File: src/rtl/sinc3_pkg.sv
package sinc3_pkg;

  localparam int unsigned SEL_W = 2;

  // Map the ratio select to log2 of the decimation ratio.
  function automatic int unsigned sel_to_lg(input logic [SEL_W-1:0] sel,
                                            input int unsigned lg_max);
    case (sel)
      2'd0:    return lg_max;
      2'd1:    return lg_max - 1;
      default: return lg_max - 2;
    endcase
  endfunction

endpackage

File: src/rtl/sinc3_integ.sv
module sinc3_integ #(
  parameter int ORDER = 3,
  parameter int W     = 25
) (
  input  logic         clk,
  input  logic         rst,
  input  logic         bit_in,
  output logic [W-1:0] acc_last
);

  logic [W-1:0] acc [ORDER];

  genvar i;
  generate
    for (i = 0; i < ORDER; i++) begin : g_stage
      if (i == 0) begin : g_first
        always_ff @(posedge clk) begin
          if (rst) acc[i] <= '0;
          else     acc[i] <= acc[i] + {{(W-1){1'b0}}, bit_in};
        end
      end else begin : g_next
        always_ff @(posedge clk) begin
          if (rst) acc[i] <= '0;
          else     acc[i] <= acc[i] + acc[i-1];
        end
      end
    end
  endgenerate

  assign acc_last = acc[ORDER-1];

  // the first integrator advances by at most one per bit, modulo 2^W
  assert_integ_step_R10: assert property (@(posedge clk) disable iff (rst)
    ((acc[0] - $past(acc[0])) <= W'(1)));

endmodule

File: src/rtl/sinc3_ctl.sv
module sinc3_ctl
  import sinc3_pkg::*;
#(
  parameter int LG_MAX = 8,
  parameter int LGW    = 4,
  parameter int WARM   = 3
) (
  input  logic             clk,
  input  logic             rst,
  input  logic [SEL_W-1:0] ratio_sel,
  output logic             tc,
  output logic             keep,
  output logic [LGW-1:0]   lg_act
);

  localparam int CNT_W = LG_MAX;
  localparam int WRMW  = $clog2(WARM + 1);

  logic [CNT_W-1:0] cnt;
  logic [CNT_W-1:0] last;
  logic [LGW-1:0]   lg_req;
  logic [WRMW-1:0]  warm;
  logic             change;

  assign lg_req = LGW'(sel_to_lg(ratio_sel, LG_MAX));
  assign last   = CNT_W'((32'd1 << lg_act) - 32'd1);
  assign tc     = (cnt == last);
  assign change = (lg_req != lg_act);
  assign keep   = tc && (warm == WRMW'(WARM)) && !change;

  always_ff @(posedge clk) begin
    if (rst) begin
      cnt    <= '0;
      lg_act <= lg_req;
      warm   <= '0;
    end else if (tc) begin
      cnt <= '0;
      if (change) begin
        lg_act <= lg_req;
        warm   <= WRMW'(1);
      end else if (warm != WRMW'(WARM)) begin
        warm <= warm + WRMW'(1);
      end
    end else begin
      cnt <= cnt + CNT_W'(1);
    end
  end

  // the decimation counter never passes the terminal count of the active ratio
  assert_cnt_range_R2: assert property (@(posedge clk) disable iff (rst)
    (cnt <= last));

  // the active ratio moves only at a decimation boundary
  assert_ratio_hold_R9: assert property (@(posedge clk) disable iff (rst)
    (!tc |=> $stable(lg_act)));

endmodule

File: src/rtl/sinc3_comb.sv
module sinc3_comb #(
  parameter int W   = 25,
  parameter int LGW = 4
) (
  input  logic           clk,
  input  logic           rst,
  input  logic           in_vld,
  input  logic           in_keep,
  input  logic [LGW-1:0] in_lg,
  input  logic [W-1:0]   in_data,
  output logic           out_vld,
  output logic           out_keep,
  output logic [LGW-1:0] out_lg,
  output logic [W-1:0]   out_data
);

  logic [W-1:0] dly;

  always_ff @(posedge clk) begin
    if (rst) begin
      dly      <= '0;
      out_vld  <= 1'b0;
      out_keep <= 1'b0;
      out_lg   <= '0;
      out_data <= '0;
    end else begin
      out_vld <= in_vld;
      if (in_vld) begin
        dly      <= in_data;
        out_data <= in_data - dly;
        out_keep <= in_keep;
        out_lg   <= in_lg;
      end
    end
  end

  // decimated samples arrive at most once every two clocks
  assert_comb_cadence_R2: assert property (@(posedge clk) disable iff (rst)
    (in_vld |=> !in_vld));

endmodule

File: src/rtl/sinc3_scale.sv
module sinc3_scale #(
  parameter int W     = 25,
  parameter int LGW   = 4,
  parameter int ORDER = 3,
  parameter int OUT_W = 16
) (
  input  logic             clk,
  input  logic             rst,
  input  logic             in_vld,
  input  logic             in_keep,
  input  logic [LGW-1:0]   in_lg,
  input  logic [W-1:0]     in_data,
  output logic [OUT_W-1:0] word_out,
  output logic             word_vld
);

  localparam int SHW = $clog2(W) + 1;

  logic [SHW-1:0] shamt;
  logic [W-1:0]   shifted;
  logic           ovf;
  logic [W:0]     fs_lim;

  assign shamt   = SHW'(ORDER * int'(in_lg) - OUT_W);
  assign shifted = in_data >> shamt;
  assign ovf     = |shifted[W-1:OUT_W];
  assign fs_lim  = {{W{1'b0}}, 1'b1} << (ORDER * int'(in_lg));

  always_ff @(posedge clk) begin
    if (rst) begin
      word_out <= '0;
      word_vld <= 1'b0;
    end else begin
      word_vld <= in_vld && in_keep;
      if (in_vld && in_keep)
        word_out <= ovf ? {OUT_W{1'b1}} : shifted[OUT_W-1:0];
    end
  end

  // a delivered filter result never exceeds the raw full-scale gain R^ORDER
  assert_full_scale_R4: assert property (@(posedge clk) disable iff (rst)
    ((in_vld && in_keep) |-> ({1'b0, in_data} <= fs_lim)));

  // the output strobe lasts a single clock
  assert_one_cycle_R8: assert property (@(posedge clk) disable iff (rst)
    (word_vld |=> !word_vld));

endmodule

File: src/rtl/sinc3_decim.sv
module sinc3_decim
  import sinc3_pkg::*;
#(
  parameter int LG_MAX = 8,
  parameter int ORDER  = 3,
  parameter int OUT_W  = 16
) (
  input  logic             clk,
  input  logic             rst,
  input  logic             bit_in,
  input  logic [SEL_W-1:0] ratio_sel,
  output logic [OUT_W-1:0] word_out,
  output logic             word_vld
);

  localparam int W   = ORDER * LG_MAX + 1;
  localparam int LGW = $clog2(LG_MAX + 1);

  logic [W-1:0]   int_last;
  logic           tc;
  logic           keep;
  logic [LGW-1:0] lg_act;

  logic [ORDER:0] c_vld;
  logic [ORDER:0] c_keep;
  logic [LGW-1:0] c_lg   [ORDER+1];
  logic [W-1:0]   c_data [ORDER+1];

  sinc3_integ #(.ORDER(ORDER), .W(W)) u_integ (
    .clk(clk), .rst(rst), .bit_in(bit_in), .acc_last(int_last)
  );

  sinc3_ctl #(.LG_MAX(LG_MAX), .LGW(LGW), .WARM(ORDER)) u_ctl (
    .clk(clk), .rst(rst), .ratio_sel(ratio_sel),
    .tc(tc), .keep(keep), .lg_act(lg_act)
  );

  assign c_vld[0]  = tc;
  assign c_keep[0] = keep;
  assign c_lg[0]   = lg_act;
  assign c_data[0] = int_last;

  genvar k;
  generate
    for (k = 0; k < ORDER; k++) begin : g_comb
      sinc3_comb #(.W(W), .LGW(LGW)) u_comb (
        .clk(clk), .rst(rst),
        .in_vld(c_vld[k]), .in_keep(c_keep[k]), .in_lg(c_lg[k]), .in_data(c_data[k]),
        .out_vld(c_vld[k+1]), .out_keep(c_keep[k+1]), .out_lg(c_lg[k+1]),
        .out_data(c_data[k+1])
      );
    end
  endgenerate

  sinc3_scale #(.W(W), .LGW(LGW), .ORDER(ORDER), .OUT_W(OUT_W)) u_scale (
    .clk(clk), .rst(rst),
    .in_vld(c_vld[ORDER]), .in_keep(c_keep[ORDER]), .in_lg(c_lg[ORDER]),
    .in_data(c_data[ORDER]),
    .word_out(word_out), .word_vld(word_vld)
  );

  // the cycle after reset is released shows no word and a cleared output
  assert_reset_quiet_R1: assert property (@(posedge clk) disable iff (rst)
    ($past(rst) |-> (!word_vld && (word_out == '0))));

endmodule

File: config.mk
export PLATFORM = sky130hd
export DESIGN_NAME = sinc3_decim
export DESIGN_NICKNAME = d
export VERILOG_FILES = /design/src/rtl/sinc3_pkg.sv /design/src/rtl/sinc3_integ.sv /design/src/rtl/sinc3_ctl.sv /design/src/rtl/sinc3_comb.sv /design/src/rtl/sinc3_scale.sv /design/src/rtl/sinc3_decim.sv
export SDC_FILE = /design/constraint.sdc
export NUM_CORES = 1
export LEC_CHECK = 0
export BUFFER_PORTS_ARGS = -buffer_cell sky130_fd_sc_hd__buf_2
export CORE_MARGIN = 1
export CORE_UTILIZATION = 35
export CTS_BUF_LIST = sky130_fd_sc_hd__clkbuf_16
export DETAILED_ROUTE_END_ITERATION = 8
export HOLD_SLACK_MARGIN = 0.15
export SYNTH_ARGS = -nofsm -noshare
export SYNTH_HDL_FRONTEND = slang
export SYNTH_HIERARCHICAL = 1
export SYNTH_SLANG_ARGS = --single-unit
File: constraint.sdc
create_clock -name clk -period 9.21 [get_ports clk]
set_clock_uncertainty 0.1 [all_clocks]
set_input_delay 1.3815 -clock clk [delete_from_list [all_inputs] [get_ports clk]]
set_output_delay 1.3815 -clock clk [all_outputs]
set_load 0.02 [all_outputs]
==> results of run 1 <==
-- layout make-up --
class                   count  area (µm²)
fillers                  5318       32200
multi-input cells        1760       12200
flip-flops and latches    273        5500
clock buffers              36         901
well taps                 688         861
inverters                 116         435
clock inverters            27         272
repair buffers             30         183
-- sequential cells by signal (all words and copies together), names as in the netlist --
| signal | cells |
|---|---|
| g_comb.u_comb/dly | 75 |
| u_scale/word_out | 16 |
| u_ctl/warm | 2 |
| g_comb.u_comb/out_lg | 12 |
| g_comb.u_comb/out_data | 75 |
| g_comb.u_comb/out_vld | 3 |
| u_ctl/cnt | 8 |
| u_integ/acc | 75 |
| g_comb.u_comb/out_keep | 3 |
| u_scale/word_vld | 1 |
| u_ctl/lg_act | 3 |
-- per-stage QoR --
stage	power, mW	setup slack, ps
4_1_cts	2.83	5100
2_1_floorplan	1.36	6230
5_1_grt	2.90	4770
6_report	2.78	5060
3_5_place_dp	1.41	5110
3_3_place_gp	1.40	5200
-- synthesized netlist by cell type (17+ instances only) --
| cell type | number |
|---|---|
| o21ai_0 | 85 |
| o21a_1 | 34 |
| nand3_1 | 59 |
| clkbuf_1 | 52 |
| ha_1 | 131 |
| or3_1 | 24 |
| o211ai_1 | 25 |
| a211oi_1 | 24 |
| mux2_2 | 19 |
| dfxtp_1 | 270 |
| inv_1 | 114 |
| nor2_1 | 297 |
| a21oi_1 | 169 |
| nand4_1 | 35 |
| o22ai_1 | 20 |
| nand2_1 | 136 |
| nand2b_1 | 38 |
| a21o_1 | 39 |
| nor3_1 | 36 |
| nor3b_1 | 17 |
| buf_2 | 33 |
| xnor2_1 | 46 |
| xor2_1 | 40 |
| nor2b_1 | 25 |
| o21ai_1 | 31 |
| mux2i_1 | 128 |
-- worst paths after layout --
kind,to,slack [ps]
setup reg to reg,g_comb[0].u_comb/out_data[23],5060
hold / removal,u_ctl/warm[0],390
setup / recovery,g_comb[0].u_comb/out_data[23],5060
hold reg to reg,u_ctl/warm[0],390
-- report_power, final --
group	internal (mW)	total, mW	switching (mW)
combinational	0.0669	0.176	0.109
clock	0.852	1.40	0.545
sequential	1.19	1.21	0.0136
-- worst register-to-register path, stage by stage (launching register included) --
cell	delay, ps
edfxtp_1	480
or3_1	450
ha_1	260
or3_1	330
a22oi_2	160
nand4_2	180
inv_2	230
buf_4	660
nand2b_1	450
nor2_1	230
or4b_1	460
nand3_1	90
-- cell families after synthesis --
group / synth area share, %
mux: 9.25
simple gates: 20.7
xor+xnor: 4.14
flops: 29.5
buf+inv: 4.87
fa+ha+maj: 9.46
compound gates: 22.1
-- routing by layer --
| metal | vias up | global-route usage [%] | routed length, µm |
|---|---|---|---|
| li1 | 8132 | - | - |
| met1 | 7457 | 19.3 | 19700 |
| met2 | 297 | 28.7 | 21200 |
| met3 | 107 | 2.57 | 1470 |
| met4 | 0 | 7.17 | 1660 |
| met5 | - | 0 | 0 |
==> metrics.md, run 1 <==
| Metric | Value |
|---|---|
| Critical path type | `flop to flop` |
| WP data arrival | `4530 ps` |
| GP Congestion | `0.884` |
| Hold depth | `1` |
| DRC violations left | `0` |
| Dpl cell area | `19200 µm²` |
| Reg2Reg Depth | `11` |
| Hold Path Class | `flop to flop` |
| Port bufs | `21` |
| Core Footprint | `52600 µm²` |
| Gr usage total | `16.3%` |
| Grt total ovfl | `0` |
| Skew-Pair Late Insertion Delay | `550 ps` |
| Prevailing post-synth register cell | `dfxtp_1` |
| Critical Path Start | `u_ctl/lg_act[0]` |
| Layout cells sized above 1 | `7.94%` |
| Register area share after synthesis | `29.5%` |
| Hold wc startpoint | `u_ctl/warm[0]` |
| Synth cell types | `107` |
| Die Ht | `233 µm` |
| Post-Syn Nets | `2392` |
| Initial antenna violation count | `0` |
| Max Cap Viol | `0` |
| F_max | `241 MHz` |
| Clock-pin transition on the worst setup and hold timing paths | `60 ps` |
| Pleak | `8.02 nW` |
| Crit-path max cell delay | `660 ps` |
| Diode count | `0` |
| Dpl hpwl | `32700 µm` |
| Post-CTS resize count | `0` |
| Synth top area cells | `dfxtp_1 29%, ha_1 8.8%, mux2i_1 6.9%` |
| Rel. slew slack | `36.9%` |
| RSZ-0062 raised after global routing | `no` |
| Most common cell on crit path | `or3_1` |
| Period minus WS final | `4150 ps` |
| Placed Cells incl. Taps | `2867` |
| Most common cell after layout, fill and taps aside | `nor2_1` |
| Final TNS setup | `0 ps` |
| Worst vdd ir | `126 µV` |
| Tightest Pin Transition | `946 ps` |
| DIE AREA | `54100 µm²` |
| Cell taking the most area after synthesis | `dfxtp_1` |
| Cts hold-fix bufs | `0` |
| Final hold violation count | `0` |
| Final Setup Violations | `0` |
| Avg WL per Cell | `15.0 µm` |
| Final design instance area without fill | `20300 µm²` |
| Crit Path Max Fanout | `62` |
| Final core utilization | `38.7%` |
| Cell Pwr Density | `137 nW/µm²` |
| CTS Root Cell | `clkbuf_16` |
| Clk buf depth | `3` |
| Initial DRC Count | `864` |
| Fin nets | `2358` |
| Num Clock Sinks | `273` |
| Cell area after synthesis | `18600 µm²` |
| RR Startpoint | `u_ctl/lg_act[0]` |
| YS warnings | `6` |
| Yosys top cell area share | `29.1%` |
| Synthesized instance count | `2250` |
| Total Wirelength | `44100 µm` |
| Crit share post-route | `45.0%` |
| Outcome | `finished clean` |
| I/O pin count | `22` |
| Worst-path cell chain | `or3_1 -> ha_1 -> or3_1 -> a22oi_2 -> nand4_2 -> inv_2 -> buf_4 -> nand2b_1 -> nor2_1 -> or4b_1 -> nand3_1` |
| Post-DRT Antenna Nets | `0` |
| Worst path slowest cell | `buf_4` |
| H-tree Lvls | `2` |
| Vias post-DR | `16.0k` |
| Synth async-reset ratio | `0%` |
| TritonCTS buffer count | `35` |
| Initial Utilization | `35.4%` |
| First-pass GRT wire length | `73700 µm` |
| Number of global-route vias before repair | `15.4k` |
| Row cnt | `84` |
| Die X | `233 µm` |
| Cell depth of the worst setup path | `11` |
| Post-CTS Setup Inserts | `0` |
| Worst Path Buf+Inv | `2` |
| Layout Cells excl Fill | `2930` |
| Largest net degree at the start of global routing | `81` |
| Seq cells post-synth | `273` |
| CP Launch Type | `flop` |
| Mean Syn Cell Area | `8.27 µm²` |
| Most frequent cells in the layout | `297 x nor2_1, 268 x dfxtp_1, 169 x a21oi_1` |
| Hold slack final | `387 ps` |
| CP endpoint kind | `flop` |
| Family with the most delay on the worst path | `simple AND/OR/NAND/NOR gates` |
| CTS tree | `done` |
| TritonRoute pass-1 iters | `5` |
| CP Data Required Time | `9590 ps` |
| Via density | `5.46` |
| Final Slew Violations | `0` |
| Post-synth EDFFs | `3` |
| Syn-to-layout area delta | `9.40%` |
Power figures use the tool's default switching activity.
==> run 2: changes to the inputs <==
clock period = 4.1 ns   (was 9.21 ns; I/O delays follow)
==> run 2 against run 1 <==
  * Global-route usage up 0.27 points
  * Sequential cell count unchanged
  * Non-clock buffer count up 5
  * Sequential share of layout area about the same
  * Highest routed layer unchanged
  * Routed wire length up 2.9%
  * Critical path type unchanged
==> metrics.md, run 2 (synthesized netlist as in run 1, its figures left out) <==
| Metric | Value |
|---|---|
| GP Congestion | `0.866 (-2.0%)` |
| CTS tree | `done` |
| Register share of total power | `44.3% (+0.9 points)` |
| Row cnt | `84 (unchanged)` |
| CTS Root Cell | `clkbuf_16` |
| Skew-Pair Late Insertion Delay | `590 ps (+40 ps)` |
| Worst setup margin | `678 ps (-4380 ps)` |
| First-pass GRT wire length | `75400 µm (+2.3%)` |
| Initial antenna violation count | `0 (unchanged)` |
| Rel. slew slack | `36.3% (-0.60 points)` |
| Avg WL per Cell | `15.5 µm (+2.9%)` |
| H-tree Lvls | `1 (-1)` |
| Fill cells | `5346 (+0.53%)` |
| Most frequent cells in the layout | `297 x nor2_1, 268 x dfxtp_1, 169 x a21oi_1` |
| Diode count | `0 (unchanged)` |
| WP data arrival | `3850 ps (-680 ps)` |
| Layout Cells excl Fill | `2929 (-0.034%)` |
| Initial Utilization | `35.4% (unchanged)` |
| TritonRoute pass-1 iters | `5 (unchanged)` |
| Final TNS setup | `0 ps (unchanged)` |
| Largest regs | `g_comb.u_comb/dly: 75 flops, g_comb.u_comb/out_data: 75 flops, u_integ/acc: 75 flops` |
| Syn-to-layout area delta | `9.30% (about the same)` |
| Clk buf depth | `3 (unchanged)` |
| Die X | `233 µm (unchanged)` |
| Post-CTS resize count | `0 (unchanged)` |
| Worst vdd ir | `351 µV (+180%)` |
| Largest net degree at the start of global routing | `81 (unchanged)` |
| Crit share post-route | `83.5% (+38 points)` |
| Crit Path Max Fanout | `13 (-79%)` |
| RSZ-0062 raised after global routing | `no` |
| Hold slack final | `248 ps (-138 ps)` |
| Final Setup Violations | `0 (unchanged)` |
| Cell Pwr Density | `301 nW/µm² (+120%)` |
| Switching fraction of total power | `23.2% (-0.83 points)` |
| Pleak | `8.02 nW (about the same)` |
| Critical path type | `flop to flop` |
| I/O pin count | `22 (unchanged)` |
| Comb pwr share | `6.5% (+0.2 points)` |
| Total Wirelength | `45300 µm (+2.9%)` |
| Via density | `5.44 (-0.31%)` |
| Cts hold-fix bufs | `0 (unchanged)` |
| TritonCTS buffer count | `31 (-11%)` |
| Grt total ovfl | `0 (unchanged)` |
| Core Footprint | `52600 µm² (unchanged)` |
| Placed Cells incl. Taps | `2872 (+0.17%)` |
| DIE AREA | `54100 µm² (unchanged)` |
| DRC violations left | `0 (unchanged)` |
| Post-CTS Setup Inserts | `0 (unchanged)` |
| Dpl hpwl | `34100 µm (+4.5%)` |
| Initial DRC Count | `912 (+5.6%)` |
| Tightest Pin Transition | `955 ps (+9.03 ps)` |
| Clock share of power | `49.2% (-1.0 points)` |
| Num Clock Sinks | `273 (unchanged)` |
| Final Slew Violations | `0 (unchanged)` |
| Number of global-route vias before repair | `15.3k (-0.44%)` |
| Register Area | `5500 µm² (unchanged)` |
| CP endpoint kind | `flop` |
| Gr usage total | `16.5% (+0.27 points)` |
| Clock-pin transition on the worst setup and hold timing paths | `60 ps (about the same)` |
| Most common cell after layout, fill and taps aside | `nor2_1` |
| Port bufs | `21 (unchanged)` |
| Vias post-DR | `15.9k (-0.34%)` |
| Outcome | `finished clean` |
| F_max | `292 MHz (+21%)` |
| Final hold violation count | `0 (unchanged)` |
| Max Cap Viol | `0 (unchanged)` |
| Die Ht | `233 µm (unchanged)` |
| Area of the multi-input gates | `12200 µm² (unchanged)` |
| CP Data Required Time | `4530 ps (-5060 ps)` |
| Hold Path Class | `primary input to flop` |
| Fin nets | `2359 (+0.042%)` |
| CP Launch Type | `flop` |
| Place WS | `724 ps (-4380 ps)` |
| Int Pwr | `4.70 mW (+120%)` |
| Period minus WS final | `3420 ps (-727 ps)` |
| Power after layout | `6.12 mW (+120%)` |
| Layout cells sized above 1 | `8.03% (+0.093 points)` |
| Post-DRT Antenna Nets | `0 (unchanged)` |
| Switching Power | `1.42 mW (+110%)` |
run 2: cell count changes in the layout (fill, tap and decap cells not counted):
cell	previous run	this run
clkbuf_16	36	31
buf_4	9	13
bufinv_16	5	8
clkinv_2	4	6
clkinvlp_4	3	1
inv_1	118	116
buf_12	0	1
clkinv_1	7	6
clkinv_8	1	0
run 2: per-stage QoR:
| stage | utilization [%] | cell area [µm²] |
|---|---|---|
| final | 38.7 | 20300 |
| after global placement | 36.6 | 19200 |
| after detailed placement | 36.6 | 19200 |
| after CTS | 38.7 | 20300 |
| after global routing | 38.7 | 20300 |
| after floorplan | - | 18600 |
run 2: worst paths after layout:
check / start / to / slack, ps / cells past startpoint
min: ratio_sel[1] / u_ctl/lg_act[0] / 250 / 2
max reg2reg: u_ctl/lg_act[2] / g_comb[0].u_comb/out_data[23] / 680 / 10
min reg2reg: g_comb[1].u_comb/out_data[19] / g_comb[1].u_comb/out_data[19] / 380 / 2
max: u_ctl/lg_act[2] / g_comb[0].u_comb/out_data[23] / 680 / 10
run 2: area by class of cell:
| class | count | share of cell area (%) |
|---|---|---|
| multi-input cells | 1760 | 60.0 |
| flip-flops and latches | 273 | 27.0 |
| well taps | 688 | 4.23 |
| clock buffers | 31 | 3.82 |
| inverters | 116 | 2.14 |
| clock inverters | 26 | 1.62 |
| repair buffers | 35 | 1.14 |
run 2: per-layer routing:
layer | wire (µm) | up-vias | share of wire, % | track usage (%)
met5 | 0 | - | 0 | 0
met4 | 1410 | 0 | 3.1 | 5.31
met3 | 1320 | 84 | 2.9 | 2.07
met2 | 22300 | 269 | 49 | 29.8
met1 | 20300 | 7444 | 45 | 20.2
li1 | - | 8141 | - | -
run 2: critical path, stage by stage, from the launching register on:
cell and delay, ps:
edfxtp_1 510, or3_1 450, ha_1 260, or3_1 330
a22oi_2 180, nand4_2 190, inv_2 280, nand2b_1 300
nor2_1 220, or4b_1 440, nand3_1 90
run 2: power groups by stage:
stage	registers (mW)	logic, mW	clock network, mW
6_report	2.71	0.399	3.01
5_1_grt	2.72	0.443	3.23
4_1_cts	2.71	0.397	3.11
3_5_place_dp	2.77	0.395	0
3_3_place_gp	2.77	0.384	0
2_1_floorplan	2.76	0.305	0
